==> config.mk <==
export PLATFORM = sky130hd
export DESIGN_NAME = wdog_two_stage
export DESIGN_NICKNAME = d
export VERILOG_FILES = /design/src/rtl/wdt_pkg.sv /design/src/rtl/wdt_regs.sv /design/src/rtl/wdt_counter.sv /design/src/rtl/wdt_grace.sv /design/src/rtl/wdog_two_stage.sv
export SDC_FILE = /design/constraint.sdc
export NUM_CORES = 1
export LEC_CHECK = 0
export ABC_AREA = 1
export BUFFER_PORTS_ARGS = -buffer_cell sky130_fd_sc_hd__buf_2
export CAP_MARGIN = 30
export CORE_MARGIN = 1.5
export CORE_UTILIZATION = 60
export CTS_BUF_LIST = sky130_fd_sc_hd__clkbuf_8
export DETAILED_ROUTE_END_ITERATION = 6
export GPL_TIMING_DRIVEN = 0
export PLACE_DENSITY = 0.83
export SYNTH_ARGS = -nofsm -noshare
export SYNTH_HDL_FRONTEND = slang
export SYNTH_SLANG_ARGS = --single-unit
==> constraint.sdc <==
create_clock -name clk -period 4.1 [get_ports clk]
set_input_delay 1.025 -clock clk [delete_from_list [all_inputs] [get_ports clk]]
set_output_delay 1.025 -clock clk [all_outputs]
set_load 0.01 [all_outputs]
==> src/rtl/wdt_pkg.sv <==
package wdt_pkg;

    // Byte offsets of the register slots; the software map depends on them.
    localparam int unsigned OFS_CTRL  = 32'h0;
    localparam int unsigned OFS_LIMIT = 32'h4;
    localparam int unsigned OFS_COUNT = 32'h8;
    localparam int unsigned OFS_ACK   = 32'hC;

    // Control bits in their bus positions: [2] reset arm, [1] kick, [0] run.
    typedef struct packed {
        logic arm;
        logic kick;
        logic run;
    } ctrl_bits_t;

    // One-cycle strobes decoded from a bus write.
    typedef struct packed {
        logic ctrl_wr;
        logic limit_wr;
        logic kick;
        logic ack;
    } strobe_t;

    typedef enum logic [2:0] {
        SEL_CTRL,
        SEL_LIMIT,
        SEL_COUNT,
        SEL_ACK,
        SEL_NONE
    } rsel_e;

    function automatic rsel_e decode_sel(input logic [31:0] ofs);
        rsel_e s;
        case (ofs)
            OFS_CTRL:  s = SEL_CTRL;
            OFS_LIMIT: s = SEL_LIMIT;
            OFS_COUNT: s = SEL_COUNT;
            OFS_ACK:   s = SEL_ACK;
            default:   s = SEL_NONE;
        endcase
        return s;
    endfunction

    // Readback image of the control register; the kick bit never reads as 1.
    function automatic logic [2:0] ctrl_image(input ctrl_bits_t c);
        return {c.arm, 1'b0, c.run};
    endfunction

endpackage

==> src/rtl/wdt_regs.sv <==
module wdt_regs
    import wdt_pkg::*;
#(
    parameter int unsigned DATA_W = 32,
    parameter int unsigned ADDR_W = 4
) (
    input  logic              clk,
    input  logic              rst,
    input  logic [ADDR_W-1:0] addr,
    input  logic              we,
    input  logic [2:0]        wbits,
    input  logic [DATA_W-1:0] limit_q,
    input  logic [DATA_W-1:0] count_q,
    output ctrl_bits_t        ctrl_q,
    output strobe_t           stb,
    output logic [DATA_W-1:0] rdata
);

    localparam int unsigned PAD_W = DATA_W - 3;

    rsel_e sel;
    logic  run_q;
    logic  arm_q;

    always_comb begin
        sel = decode_sel(32'(addr));
    end

    always_comb begin
        stb.ctrl_wr  = we && (sel == SEL_CTRL);
        stb.limit_wr = we && (sel == SEL_LIMIT);
        stb.kick     = we && (sel == SEL_CTRL) && wbits[1];
        stb.ack      = we && (sel == SEL_ACK)  && wbits[0];
    end

    always_ff @(posedge clk) begin
        if (rst) begin
            run_q <= 1'b0;
            arm_q <= 1'b0;
        end else if (stb.ctrl_wr) begin
            run_q <= wbits[0];
            arm_q <= wbits[2];
        end
    end

    always_comb begin
        ctrl_q.arm  = arm_q;
        ctrl_q.kick = 1'b0;
        ctrl_q.run  = run_q;
    end

    always_comb begin
        case (sel)
            SEL_CTRL:  rdata = {{PAD_W{1'b0}}, ctrl_image(ctrl_q)};
            SEL_LIMIT: rdata = limit_q;
            SEL_COUNT: rdata = count_q;
            default:   rdata = '0;
        endcase
    end

    AST_CTRL_HOLD: assert property (@(posedge clk) disable iff (rst)
        !stb.ctrl_wr |=> $stable({run_q, arm_q})) else $error("ctrl changed without write");

endmodule

==> src/rtl/wdt_counter.sv <==
module wdt_counter
    import wdt_pkg::*;
#(
    parameter int unsigned DATA_W = 32
) (
    input  logic              clk,
    input  logic              rst,
    input  logic              run,
    input  strobe_t           stb,
    input  logic [DATA_W-1:0] wdata,
    output logic [DATA_W-1:0] limit_q,
    output logic [DATA_W-1:0] count_q,
    output logic              expire,
    output logic              irq_q
);

    localparam logic [DATA_W-1:0] ONE = DATA_W'(1);

    // An expiry only happens on a plain counting cycle; a limit write or
    // a kick on the same edge takes priority over it.
    always_comb begin
        expire = run && !stb.limit_wr && !stb.kick && (count_q == '0);
    end

    // The limit and count hold no guaranteed value after reset.
    always_ff @(posedge clk) begin
        if (stb.limit_wr) begin
            limit_q <= wdata;
        end
    end

    always_ff @(posedge clk) begin
        if (stb.limit_wr) begin
            count_q <= wdata;
        end else if (stb.kick) begin
            count_q <= limit_q;
        end else if (run) begin
            if (count_q == '0) begin
                count_q <= limit_q;
            end else begin
                count_q <= count_q - ONE;
            end
        end
    end

    // Setting beats clearing when both land on the same edge.
    always_ff @(posedge clk) begin
        if (rst) begin
            irq_q <= 1'b0;
        end else if (expire) begin
            irq_q <= 1'b1;
        end else if (stb.ack || stb.kick) begin
            irq_q <= 1'b0;
        end
    end

    AST_LIMIT_LOAD: assert property (@(posedge clk) disable iff (rst)
        stb.limit_wr |=> (count_q == $past(wdata))) else $error("limit write did not load count");

    AST_COUNT_STEP: assert property (@(posedge clk) disable iff (rst)
        (run && !stb.limit_wr && !stb.kick && (count_q != '0))
        |=> (count_q == $past(count_q) - ONE)) else $error("count did not step");

    AST_COUNT_FROZEN: assert property (@(posedge clk) disable iff (rst)
        (!run && !stb.limit_wr && !stb.kick) |=> $stable(count_q)) else $error("count moved while off");

    AST_IRQ_ON_EXPIRE: assert property (@(posedge clk) disable iff (rst)
        expire |=> irq_q) else $error("expiry lost");

    AST_KICK_CLEARS_IRQ: assert property (@(posedge clk) disable iff (rst)
        stb.kick |=> !irq_q) else $error("kick left irq set");

endmodule

==> src/rtl/wdt_grace.sv <==
module wdt_grace #(
    parameter int unsigned GRACE_CYCLES = 4096,
    parameter bit          HOLD_RESET   = 1'b0
) (
    input  logic clk,
    input  logic rst,
    input  logic run,
    input  logic arm,
    input  logic kick,
    input  logic expire,
    output logic sys_rst_q
);

    localparam int unsigned GW = (GRACE_CYCLES > 2) ? $clog2(GRACE_CYCLES) : 1;
    localparam logic [GW-1:0] LAST = GW'(GRACE_CYCLES - 1);

    logic          armed_q;
    logic [GW-1:0] gcnt_q;
    logic          advance;
    logic          fire;

    always_comb begin
        advance = armed_q && run && arm;
        fire    = advance && (gcnt_q == LAST);
    end

    always_ff @(posedge clk) begin
        if (rst || kick) begin
            armed_q <= 1'b0;
            gcnt_q  <= '0;
        end else if (advance) begin
            if (fire) begin
                armed_q <= 1'b0;
                gcnt_q  <= '0;
            end else begin
                gcnt_q <= gcnt_q + GW'(1);
            end
        end else if (expire && !armed_q) begin
            armed_q <= 1'b1;
            gcnt_q  <= '0;
        end
    end

    generate
        if (HOLD_RESET) begin : g_hold
            always_ff @(posedge clk) begin
                if (rst) begin
                    sys_rst_q <= 1'b0;
                end else if (fire) begin
                    sys_rst_q <= 1'b1;
                end
            end
        end else begin : g_pulse
            always_ff @(posedge clk) begin
                if (rst) begin
                    sys_rst_q <= 1'b0;
                end else begin
                    sys_rst_q <= fire;
                end
            end

            AST_RST_SINGLE: assert property (@(posedge clk) disable iff (rst)
                sys_rst_q |=> !sys_rst_q) else $error("reset pulse too long");
        end
    endgenerate

    AST_RST_NEEDS_ARM: assert property (@(posedge clk) disable iff (rst)
        $rose(sys_rst_q) |-> $past(armed_q)) else $error("reset without window");

    AST_KICK_DISARM: assert property (@(posedge clk) disable iff (rst)
        kick |=> !armed_q) else $error("kick kept window");

    AST_GRACE_FREEZE: assert property (@(posedge clk) disable iff (rst)
        (armed_q && !(run && arm) && !kick) |=> $stable(gcnt_q)) else $error("window moved while paused");

endmodule

==> src/rtl/wdog_two_stage.sv <==
module wdog_two_stage
    import wdt_pkg::*;
#(
    parameter int unsigned DATA_W       = 32,
    parameter int unsigned ADDR_W       = 4,
    parameter int unsigned GRACE_CYCLES = 4096,
    parameter bit          HOLD_RESET   = 1'b0
) (
    input  logic              clk,
    input  logic              rst,
    input  logic [ADDR_W-1:0] bus_addr,
    input  logic              bus_we,
    input  logic [DATA_W-1:0] bus_wdata,
    output logic [DATA_W-1:0] bus_rdata,
    output logic              irq_o,
    output logic              sys_rst_o
);

    ctrl_bits_t        ctrl;
    strobe_t           stb;
    logic [DATA_W-1:0] limit_q;
    logic [DATA_W-1:0] count_q;
    logic              expire;

    wdt_regs #(
        .DATA_W (DATA_W),
        .ADDR_W (ADDR_W)
    ) u_regs (
        .clk     (clk),
        .rst     (rst),
        .addr    (bus_addr),
        .we      (bus_we),
        .wbits   (bus_wdata[2:0]),
        .limit_q (limit_q),
        .count_q (count_q),
        .ctrl_q  (ctrl),
        .stb     (stb),
        .rdata   (bus_rdata)
    );

    wdt_counter #(
        .DATA_W (DATA_W)
    ) u_counter (
        .clk     (clk),
        .rst     (rst),
        .run     (ctrl.run),
        .stb     (stb),
        .wdata   (bus_wdata),
        .limit_q (limit_q),
        .count_q (count_q),
        .expire  (expire),
        .irq_q   (irq_o)
    );

    wdt_grace #(
        .GRACE_CYCLES (GRACE_CYCLES),
        .HOLD_RESET   (HOLD_RESET)
    ) u_grace (
        .clk       (clk),
        .rst       (rst),
        .run       (ctrl.run),
        .arm       (ctrl.arm),
        .kick      (stb.kick),
        .expire    (expire),
        .sys_rst_q (sys_rst_o)
    );

    AST_RESET_QUIET: assert property (@(posedge clk)
        rst |=> (!irq_o && !sys_rst_o)) else $error("outputs active after reset");

endmodule

; Yosys cells after proc, flatten, opt, wreduce, memory -nomap -nowiden
; Cells that the tools add are included.
[op_classes]
n_mux = 14
reduce_logical = 24
addsub = 2
n_eq_ne = 8
[op_table]
columns = operator, n
row1 = two-way mux 32 bit, 4
row2 = one-hot mux 32 bit (3 select lines), 1
row3 = two-way mux 12 bit, 3
row4 = logical NOT 32 bit, 1
row5 = "subtractor 32 x 1 -> 32 bit, second input constant", 1
row6 = "adder 12 x 1 -> 12 bit, second input constant", 1
row7 = "equality test 12 bit, second input constant", 1
row8 = logical AND 1 bit, 12
row9 = one-hot mux 3 bit (4 select lines), 1
row10 = "equality test 4 bit, second input constant", 2
row11 = "equality test 3 x 2 -> 1 bit, second input constant", 2
row12 = two-way mux 1 bit, 5
row13 = "equality test 4 x 3 -> 1 bit, second input constant", 1
row14 = logical NOT 4 bit, 1
row15 = nonzero test 2 bit, 2
row16 = "equality test 3 x 1 -> 1 bit, second input constant", 1
row17 = logical NOT 1 bit, 3
row18 = logical NOT 3 bit, 1
row19 = nonzero test 3 bit, 1
row20 = logical OR 1 bit, 2
row21 = "inequality test 2 bit, second input constant", 1
row22 = AND reduction 2 bit, 1
[word_totals]
input_bits = 39
wordCells = 56
output_inout_bits = 34
register_bits = 81

; Logic depth before layout (Yosys ltp)
; Gate-level depths: netlist (run 1).
[logic_depth]
ltp_word = 11
mapped_depth = 11
ltp_nobuf = 11

; Hierarchy
; A second synthesis (run 1) with hierarchy kept.
[hier_totals]
hier_cells = 730
area_unflattened_um2 = 5351.4
[by_module_without_submodules]
columns = mod, cells_each, area_each_um2, seq_area_each_um2, n_inst
row1 = wdt_counter, 472, 3867.5, 1941.9, 1
row2 = wdt_grace, 111, 758.2, 280.3, 1
row3 = wdt_regs, 147, 725.7, 40.0, 1

; Worst setup path after synthesis (run 1)
; Ideal clock, no wire load.
[synth_timing]
path_kind = input to register
from = input port bus_addr[2]
to = register u_counter.count_q[0], enable pin
n_path_buf = 1
setup_slack_ns = 1.127
arrival_ns = 2.412
setup_time_ns = 0.561
required_time_ns = 3.539
stages = 5
cell_sequence = inv_1 nor2_1 nand3_1 clkbuf_1 nand3_1
[synth_between]
elab_chain_len = 6
word_cells_on_any_way = 11
classes_between = eq/ne: 4 / mux: 1 / reduce/logical: 6
[synth_rtl]
columns = element, line
row1 = start: declaration, wdog_two_stage.sv:11  ; input logic [ADDR_W-1:0] bus_addr,
row2 = equality test 4 bit (tied with other cells), wdt_pkg.sv:34  ; case (ofs)
row3 = one-hot mux 3 bit (4 select lines) *, wdt_pkg.sv:34
row4 = logical NOT 3 bit, wdt_regs.sv:32  ; stb.kick = we && (sel == SEL_CTRL) && wbits[1];
row5 = logical AND 1 bit (2 in series), wdt_regs.sv:32
row6 = nonzero test 3 bit (no line) *, n/a
row7 = end signal: assignment, wdt_counter.sv:34  ; count_q <= wdata;
row8 = end signal: assignment, wdt_counter.sv:36  ; count_q <= limit_q;
row9 = end signal: assignment, wdt_counter.sv:39  ; count_q <= limit_q;
row10 = end: declaration, wdt_counter.sv:12  ; output logic [DATA_W-1:0] count_q,
; Every way passes the cells marked *; elsewhere a longest branch is shown, timed or not.
; A chain may end at the register's enable or synchronous reset.

; Final worst setup path (run 1)
[layout_timing]
from = input port bus_addr[1]
to = output port bus_rdata[0]
[layout_between]
elab_chain_len = 4
word_cells_on_any_way = 9
classes_between = eq/ne: 5 / mux: 2 / reduce/logical: 2
[layout_rtl]
columns = element, line
row1 = equality test 4 bit (tied with other cells), wdt_pkg.sv:34
row2 = one-hot mux 3 bit (4 select lines) *, wdt_pkg.sv:34
row3 = equality test 3 x 2 -> 1 bit (tied with other cells), wdt_regs.sv:53  ; case (sel)
row4 = one-hot mux 32 bit (3 select lines) *, wdt_regs.sv:53
row5 = end: declaration, wdog_two_stage.sv:14  ; output logic [DATA_W-1:0] bus_rdata,
; Marks and branches as above.

==> impl_metrics.py, run 1 <==
metrics = {
    "global_routing": {
        "antenna_found_initial": 0,
        "grt_first_pass_wirelength_um": 23300,
        "grt_overflow": 0,
        "grt_pass1_vias": 4775,
        "grt_usage": 0.351,
        "grt_max_degree": 42,
    },
    "logic_synthesis": {
        "yosysUniqueCellTypes": 31,
        "synth_top_area_share": 0.385,
        "ys_ff_latch": 81,
        "syn_area_per_cell_um2": 7.41,
        "yosysTopAreaCell": "edfxtp_1",
        "synth_top_flop_cell": "edfxtp_1",
        "netlist_area_um2": 5000,
        "synth-edff-count": 64,
        "synth.yosys.seq_area_share": 0.453,
        "synth_fp_nets": 716,
        "synth-warning-count": 0,
        "synthArstFlopShare": 0,
        "postSynthCellCount": 674,
        "synthTopCellsByArea": "edfxtp_1, nand2_1, nand3_1",
    },
    "layout": {
        "final_common_cell": "nand2_1",
        "antenna_cells": 0,
        "final_layout_size_suffix_gt1_frac": 0.178,
        "utilization": 0.701,
        "final_cell_mix": "nand2_1, inv_1, nand3_1",
        "stdcell_count": 868,
        "syn_to_final_growth_pct": 14.1,
        "seq_area_um2": 2260,
        "multi_input_area_um2": 2270,
        "final_nets": 800,
        "fillCellCount": 717,
    },
    "timing": {
        "clock_skew_ns": 0.0117,
        "hold_viol_final": 0,
        "timing.slew.headroom": 0.339,
        "finalCritPeriodShare": 0.900,
        "timing.fmax_mhz": 271,
        "setup_viol": 0,
        "tightestPinTransition_ns": 0.992,
        "rsz0062_at_grt": "no",
        "min_period_ns": 3.69,
        "slew_viol_final": 0,
        "hold_slack_ns": 0.483,
    },
    "worst_hold_path": {
        "whs_endpoint": "u_grace.armed_q",
        "min-delay-start": "u_grace.armed_q",
        "hold_path_depth": 2,
        "hold_class": "reg2reg",
    },
    "die": {
        "die_area_um2": 8880,
        "die_w_um": 94.3,
        "core_area_um2": 8130,
        "start_util": 0.614,
        "die_y_um": 94.3,
        "floorplan.rows": 33,
        "ios": 73,
    },
    "clock_network": {
        "path_clk_slew_ns": 0.08,
        "ctsResizeCount": 0,
        "root_buffer": "clkbuf_8",
        "cts_htree_levels": 3,
        "numCtsBuffers": 9,
        "cts_setup_buffers": 0,
        "clock_latency_ns": 0.36,
        "hold_buffers": 0,
        "cts_tree": "done",
        "cts_buffer_depth": 2,
        "clkSinkCount": 81,
    },
    "routing": {
        "route.detailed.drc": 0,
        "drt_wl_total_um": 14800,
        "ant_nets": 0,
        "via_per_inst": 5.78,
        "dr.pass1.iters": 7,
        "drtIter0Drc": 529,
        "wl_per_cell_um": 17.0,
        "routed-via-count": 5017,
    },
    "power": {
        "power_uw": 1630,
        "combPwrFrac": 0.080,
        "peakVddDrop_mv": 0.211,
        "p_int_uw": 1220,
        "p_clk_frac": 0.359,
        "switching_share": 0.250,
        "power.net_switching_uw": 409,
        "total_leakage_power_uw": 0.00245,
        "p_seq_frac": 0.560,
        "cellPowerDensity_nw_per_um2": 287,
    },
    "worst_setup_path": {
        "critical_path_class": "in2out",
        "crit_fanout": 10,
        "start_kind": "input pin",
        "r2r_end": "u_counter.count_q[28]",
        "worst_ep_arrival_time_ns": 2.66,
        "r2r_start": "u_counter.count_q[0]",
        "r2r_cells": 11,
        "required_ns": 3.07,
        "end_kind": "output port",
        "r2r_setup_slack_ns": 1.71,
    },
    "place": {
        "gp_congestion": 0.963,
        "dp.cells": 852,
        "dp_hpwl_um": 10800,
        "numPortBuffers": 72,
    },
    "run": {
        "drv_cap": 0,
    },
    "outcome": {
        "outcome": "finished clean",
    },
}
[registers in the layout, summed over array words and instances, names as in the netlist]
register           cells
u_counter.count_q     32
u_counter.irq_q        1
u_counter.limit_q     32
u_grace.armed_q        1
u_grace.gcnt_q        12
u_grace.sys_rst_q      1
u_regs.arm_q           1
u_regs.run_q           1
[cell families (layout without fill, tap and decap cells)]
kind of cell | count (synthesis) | count (layout) | synth area share
AO/OA/AOI/OAI | 78 | 78 | 0.0914
XOR/XNOR | 5 | 5 | 0.00876
adder cells (fa/ha/maj) | 3 | 3 | 0.00751
buffers and inverters | 113 | 202 | 0.0937
flip-flops | 81 | 81 | 0.453
AND/OR/NAND/NOR | 394 | 394 | 0.346
[how the worst max path moves through the flow]
stage / startpoint / to / slack [ns]
floorplan: bus_addr[2] / u_counter.count_q[0] / 1.13
global placement: bus_addr[2] / u_counter.count_q[21] / -0.11
detailed placement: bus_addr[1] / bus_rdata[0] / 0.49
CTS: bus_addr[1] / bus_rdata[0] / 0.48
global route: bus_addr[1] / bus_rdata[0] / 0.35
finish: bus_addr[1] / bus_rdata[0] / 0.41
[Yosys cell counts (2+ instances only)]
cell,count
xor2_1,5
buf_6,3
a211oi_1,2
a21oi_1,24
nor3_1,5
buf_2,8
nand2_2,15
clkbuf_1,6
buf_1,4
nand4_1,9
o211ai_1,2
nor2_1,62
inv_1,89
nand3_2,2
o22ai_1,28
nor2_4,2
o21ai_0,18
edfxtp_1,64
nand3_1,90
o221ai_1,2
nand2_1,192
ha_1,3
nor2_2,15
dfxtp_1,17
[stage by stage]
step	setup WS (ns)	setup TNS [ns]	instance area (µm²)
floorplan	1.13	0	5000
CTS	0.481	0	5700
global route	0.352	0	5700
finish	0.410	0	5700
global placement	-0.111	-3.49	5490
detailed placement	0.490	0	5510
[critical path: stages]
cell and delay (ns):
buf_2 0.10, nor2_2 0.20, and2_1 0.28, nand2_1 0.11, clkbuf_1 0.37, o221ai_1 0.37, buf_2 0.19
[layout make-up]
cell class | count | area share
multi-input combinational | 480 | 0.398
inverter | 91 | 0.0599
timing repair buffer | 73 | 0.0667
clock buffer | 9 | 0.0217
tap | 105 | 0.0230
sequential | 81 | 0.397
buffer | 22 | 0.0222
clock inverter | 7 | 0.0112
[metal layers]
metal	vias up	wire [µm]	global-route usage
met1	2261	6050	0.463
li1	2407	-	-
met3	44	1360	0.0429
met5	-	0	0
met2	305	6770	0.560
met4	0	569	0.189
[power by group through the flow]
stage / Sequential [µW] / Clock, µW / Combinational [µW]
final: 915 / 587 / 131
after global routing: 917 / 609 / 144
after CTS: 915 / 580 / 130
after detailed placement: 934 / 0 / 129
after global placement: 934 / 0 / 123
after floorplan: 930 / 0 / 70.9
Power figures use the tool's default switching activity.
==> run 2: changes to the inputs <==
--- a/config.mk
+++ b/config.mk
@@ -8,12 +8,15 @@
 export ABC_AREA = 1
 export BUFFER_PORTS_ARGS = -buffer_cell sky130_fd_sc_hd__buf_2
 export CAP_MARGIN = 30
+export CELL_PAD_IN_SITES_DETAIL_PLACEMENT = 1
+export CELL_PAD_IN_SITES_GLOBAL_PLACEMENT = 1
+export CORE_ASPECT_RATIO = 1.1
 export CORE_MARGIN = 1.5
-export CORE_UTILIZATION = 60
+export CORE_UTILIZATION = 47
 export CTS_BUF_LIST = sky130_fd_sc_hd__clkbuf_8
 export DETAILED_ROUTE_END_ITERATION = 6
 export GPL_TIMING_DRIVEN = 0
-export PLACE_DENSITY = 0.83
+export PLACE_DENSITY_LB_ADDON = 0.1
 export SYNTH_ARGS = -nofsm -noshare
 export SYNTH_HDL_FRONTEND = slang
 export SYNTH_SLANG_ARGS = --single-unit
==> run 2 against run 1 <==
Against the previous run:
- critical path depth did not move
- worst hold slack barely moved
- critical path type unchanged
- critical endpoint is now bus_rdata[15]
- global-route usage fell by 3.9 points
- count of clock-buffer cells in the layout did not move
- non-clock buffer count did not move
- combinational power barely moved
- sequential share of layout area fell by 0.29 points
==> impl_metrics.py, run 2 (synthesis gave the netlist of run 1 again) <==
metrics = {
    "clock_network": {
        "cts_setup_buffers": 0,
        "numCtsBuffers": 9,
        "root_buffer": "clkbuf_8",
        "cts_tree": "done",
        "cts_buffer_depth": 2,
        "path_clk_slew_ns": 0.08,
        "clkSinkCount": 81,
        "hold_buffers": 0,
        "ctsResizeCount": 0,
        "cts_htree_levels": 3,
        "clock_latency_ns": 0.37,
    },
    "power": {
        "cellPowerDensity_nw_per_um2": 285,
        "peakVddDrop_mv": 0.139,
        "total_leakage_power_uw": 0.00247,
    },
    "worst_hold_path": {
        "whs_endpoint": "u_grace.armed_q",
        "hold_path_depth": 2,
        "hold_class": "reg2reg",
        "min-delay-start": "u_grace.armed_q",
    },
    "place": {
        "gp_congestion": 0.905,
        "numPortBuffers": 72,
        "postPlaceCellArea_um2": 5560,
        "dp_hpwl_um": 12100,
    },
    "routing": {
        "ant_nets": 0,
        "dr.pass1.iters": 5,
        "drt_wl_total_um": 16600,
        "route.detailed.drc": 0,
        "via_per_inst": 5.54,
        "wl_per_cell_um": 18.4,
        "routed-via-count": 5023,
        "drtIter0Drc": 258,
    },
    "timing": {
        "hold_viol_final": 0,
        "min_period_ns": 3.65,
        "setup_viol": 0,
        "timing.fmax_mhz": 274,
        "tightestPinTransition_ns": 1.01,
        "slew_viol_final": 0,
        "clock_skew_ns": 0.0128,
        "tns_ns": 0,
        "finalCritPeriodShare": 0.891,
        "timing.slew.headroom": 0.324,
        "rsz0062_at_grt": "no",
    },
    "global_routing": {
        "grt_pass1_vias": 5428,
        "grt_usage": 0.312,
        "antenna_found_initial": 0,
        "grt_overflow": 0,
        "grt_first_pass_wirelength_um": 26900,
        "grt_max_degree": 42,
    },
    "layout": {
        "final_cell_mix": "nand2_1, inv_1, nand3_1",
        "antenna_cells": 0,
        "final_layout_size_suffix_gt1_frac": 0.178,
        "reg_top3": "u_counter.count_q: 32 flops, u_counter.limit_q: 32 flops, u_grace.gcnt_q: 12 flops",
        "final_common_cell": "nand2_1",
        "fillCellCount": 1382,
        "final_nets": 800,
        "final_area_um2": 5740,
        "syn_to_final_growth_pct": 14.9,
    },
    "worst_setup_path": {
        "worst_ep_arrival_time_ns": 2.63,
        "end_kind": "output port",
        "critical_path_class": "in2out",
        "r2r_end": "u_counter.count_q[26]",
        "r2r_cells": 11,
        "r2r_start": "u_counter.count_q[0]",
        "r2r_setup_slack_ns": 1.67,
        "start_kind": "input pin",
        "required_ns": 3.07,
        "crit_fanout": 10,
    },
    "die": {
        "die_area_um2": 11300,
        "start_util": 0.483,
        "die_y_um": 111,
        "core_area_um2": 10300,
        "die_w_um": 101,
        "floorplan.rows": 39,
        "ios": 73,
    },
    "outcome": {
        "outcome": "finished clean",
    },
    "run": {
        "drv_cap": 0,
    },
}
run 2: power by group:
| group | internal, µW | switching [µW] |
|---|---|---|
| sequential | 903 | 13.0 |
| combinational | 45.9 | 88.5 |
| clock | 274 | 313 |
| total | 1220 | 414 |
run 2: through the flow:
step | instances | setup WS, ns | util | hold slack [ns] | total power, µW
final | 906 | 0.445 | 0.555 | 0.482 | 1640
after floorplan | 674 | 1.13 | - | 0.450 | 1000
after CTS | 906 | 0.533 | 0.555 | 0.487 | 1640
after global placement | 889 | -0.207 | 0.535 | 0.465 | 1060
after detailed placement | 890 | 0.537 | 0.537 | 0.476 | 1070
after global routing | 906 | 0.367 | 0.555 | 0.502 | 1680
run 2: area by class of cell:
cell class	count	area (µm²)	share of cell area
Clock inverter	7	57.6	0.0100
Inverter	91	342	0.0595
Multi-Input combinational cell	480	2270	0.396
Tap cell	143	179	0.0312
Sequential cell	81	2260	0.394
Buffer	22	126	0.0220
Timing Repair Buffer	73	380	0.0662
Clock buffer	9	124	0.0216
run 2: layer usage:
layer | wire length, µm | track usage | up-vias | part of all wire
met5 | 0 | 0 | - | 0
met4 | 544 | 0.132 | 0 | 0.033
met3 | 835 | 0.0523 | 36 | 0.050
met2 | 8210 | 0.531 | 142 | 0.49
met1 | 7040 | 0.384 | 2450 | 0.42
li1 | - | - | 2395 | -
run 2: worst max path at each step:
stage,startpoint,to,slack (ns),depth (start not counted)
2_1_floorplan,bus_addr[2],u_counter.count_q[0],1.13,5
5_1_grt,bus_addr[2],bus_rdata[15],0.37,7
3_5_place_dp,bus_addr[2],bus_rdata[15],0.54,7
6_report,bus_addr[2],bus_rdata[15],0.45,7
3_3_place_gp,bus_addr[2],u_counter.count_q[18],-0.21,6
4_1_cts,bus_addr[2],bus_rdata[15],0.53,7
run 2: critical path: stages:
cell	delay, ns
buf_2	0.11
inv_1	0.14
nor2_1	0.08
nand2_1	0.16
clkbuf_1	0.63
o21ai_0	0.28
buf_2	0.21
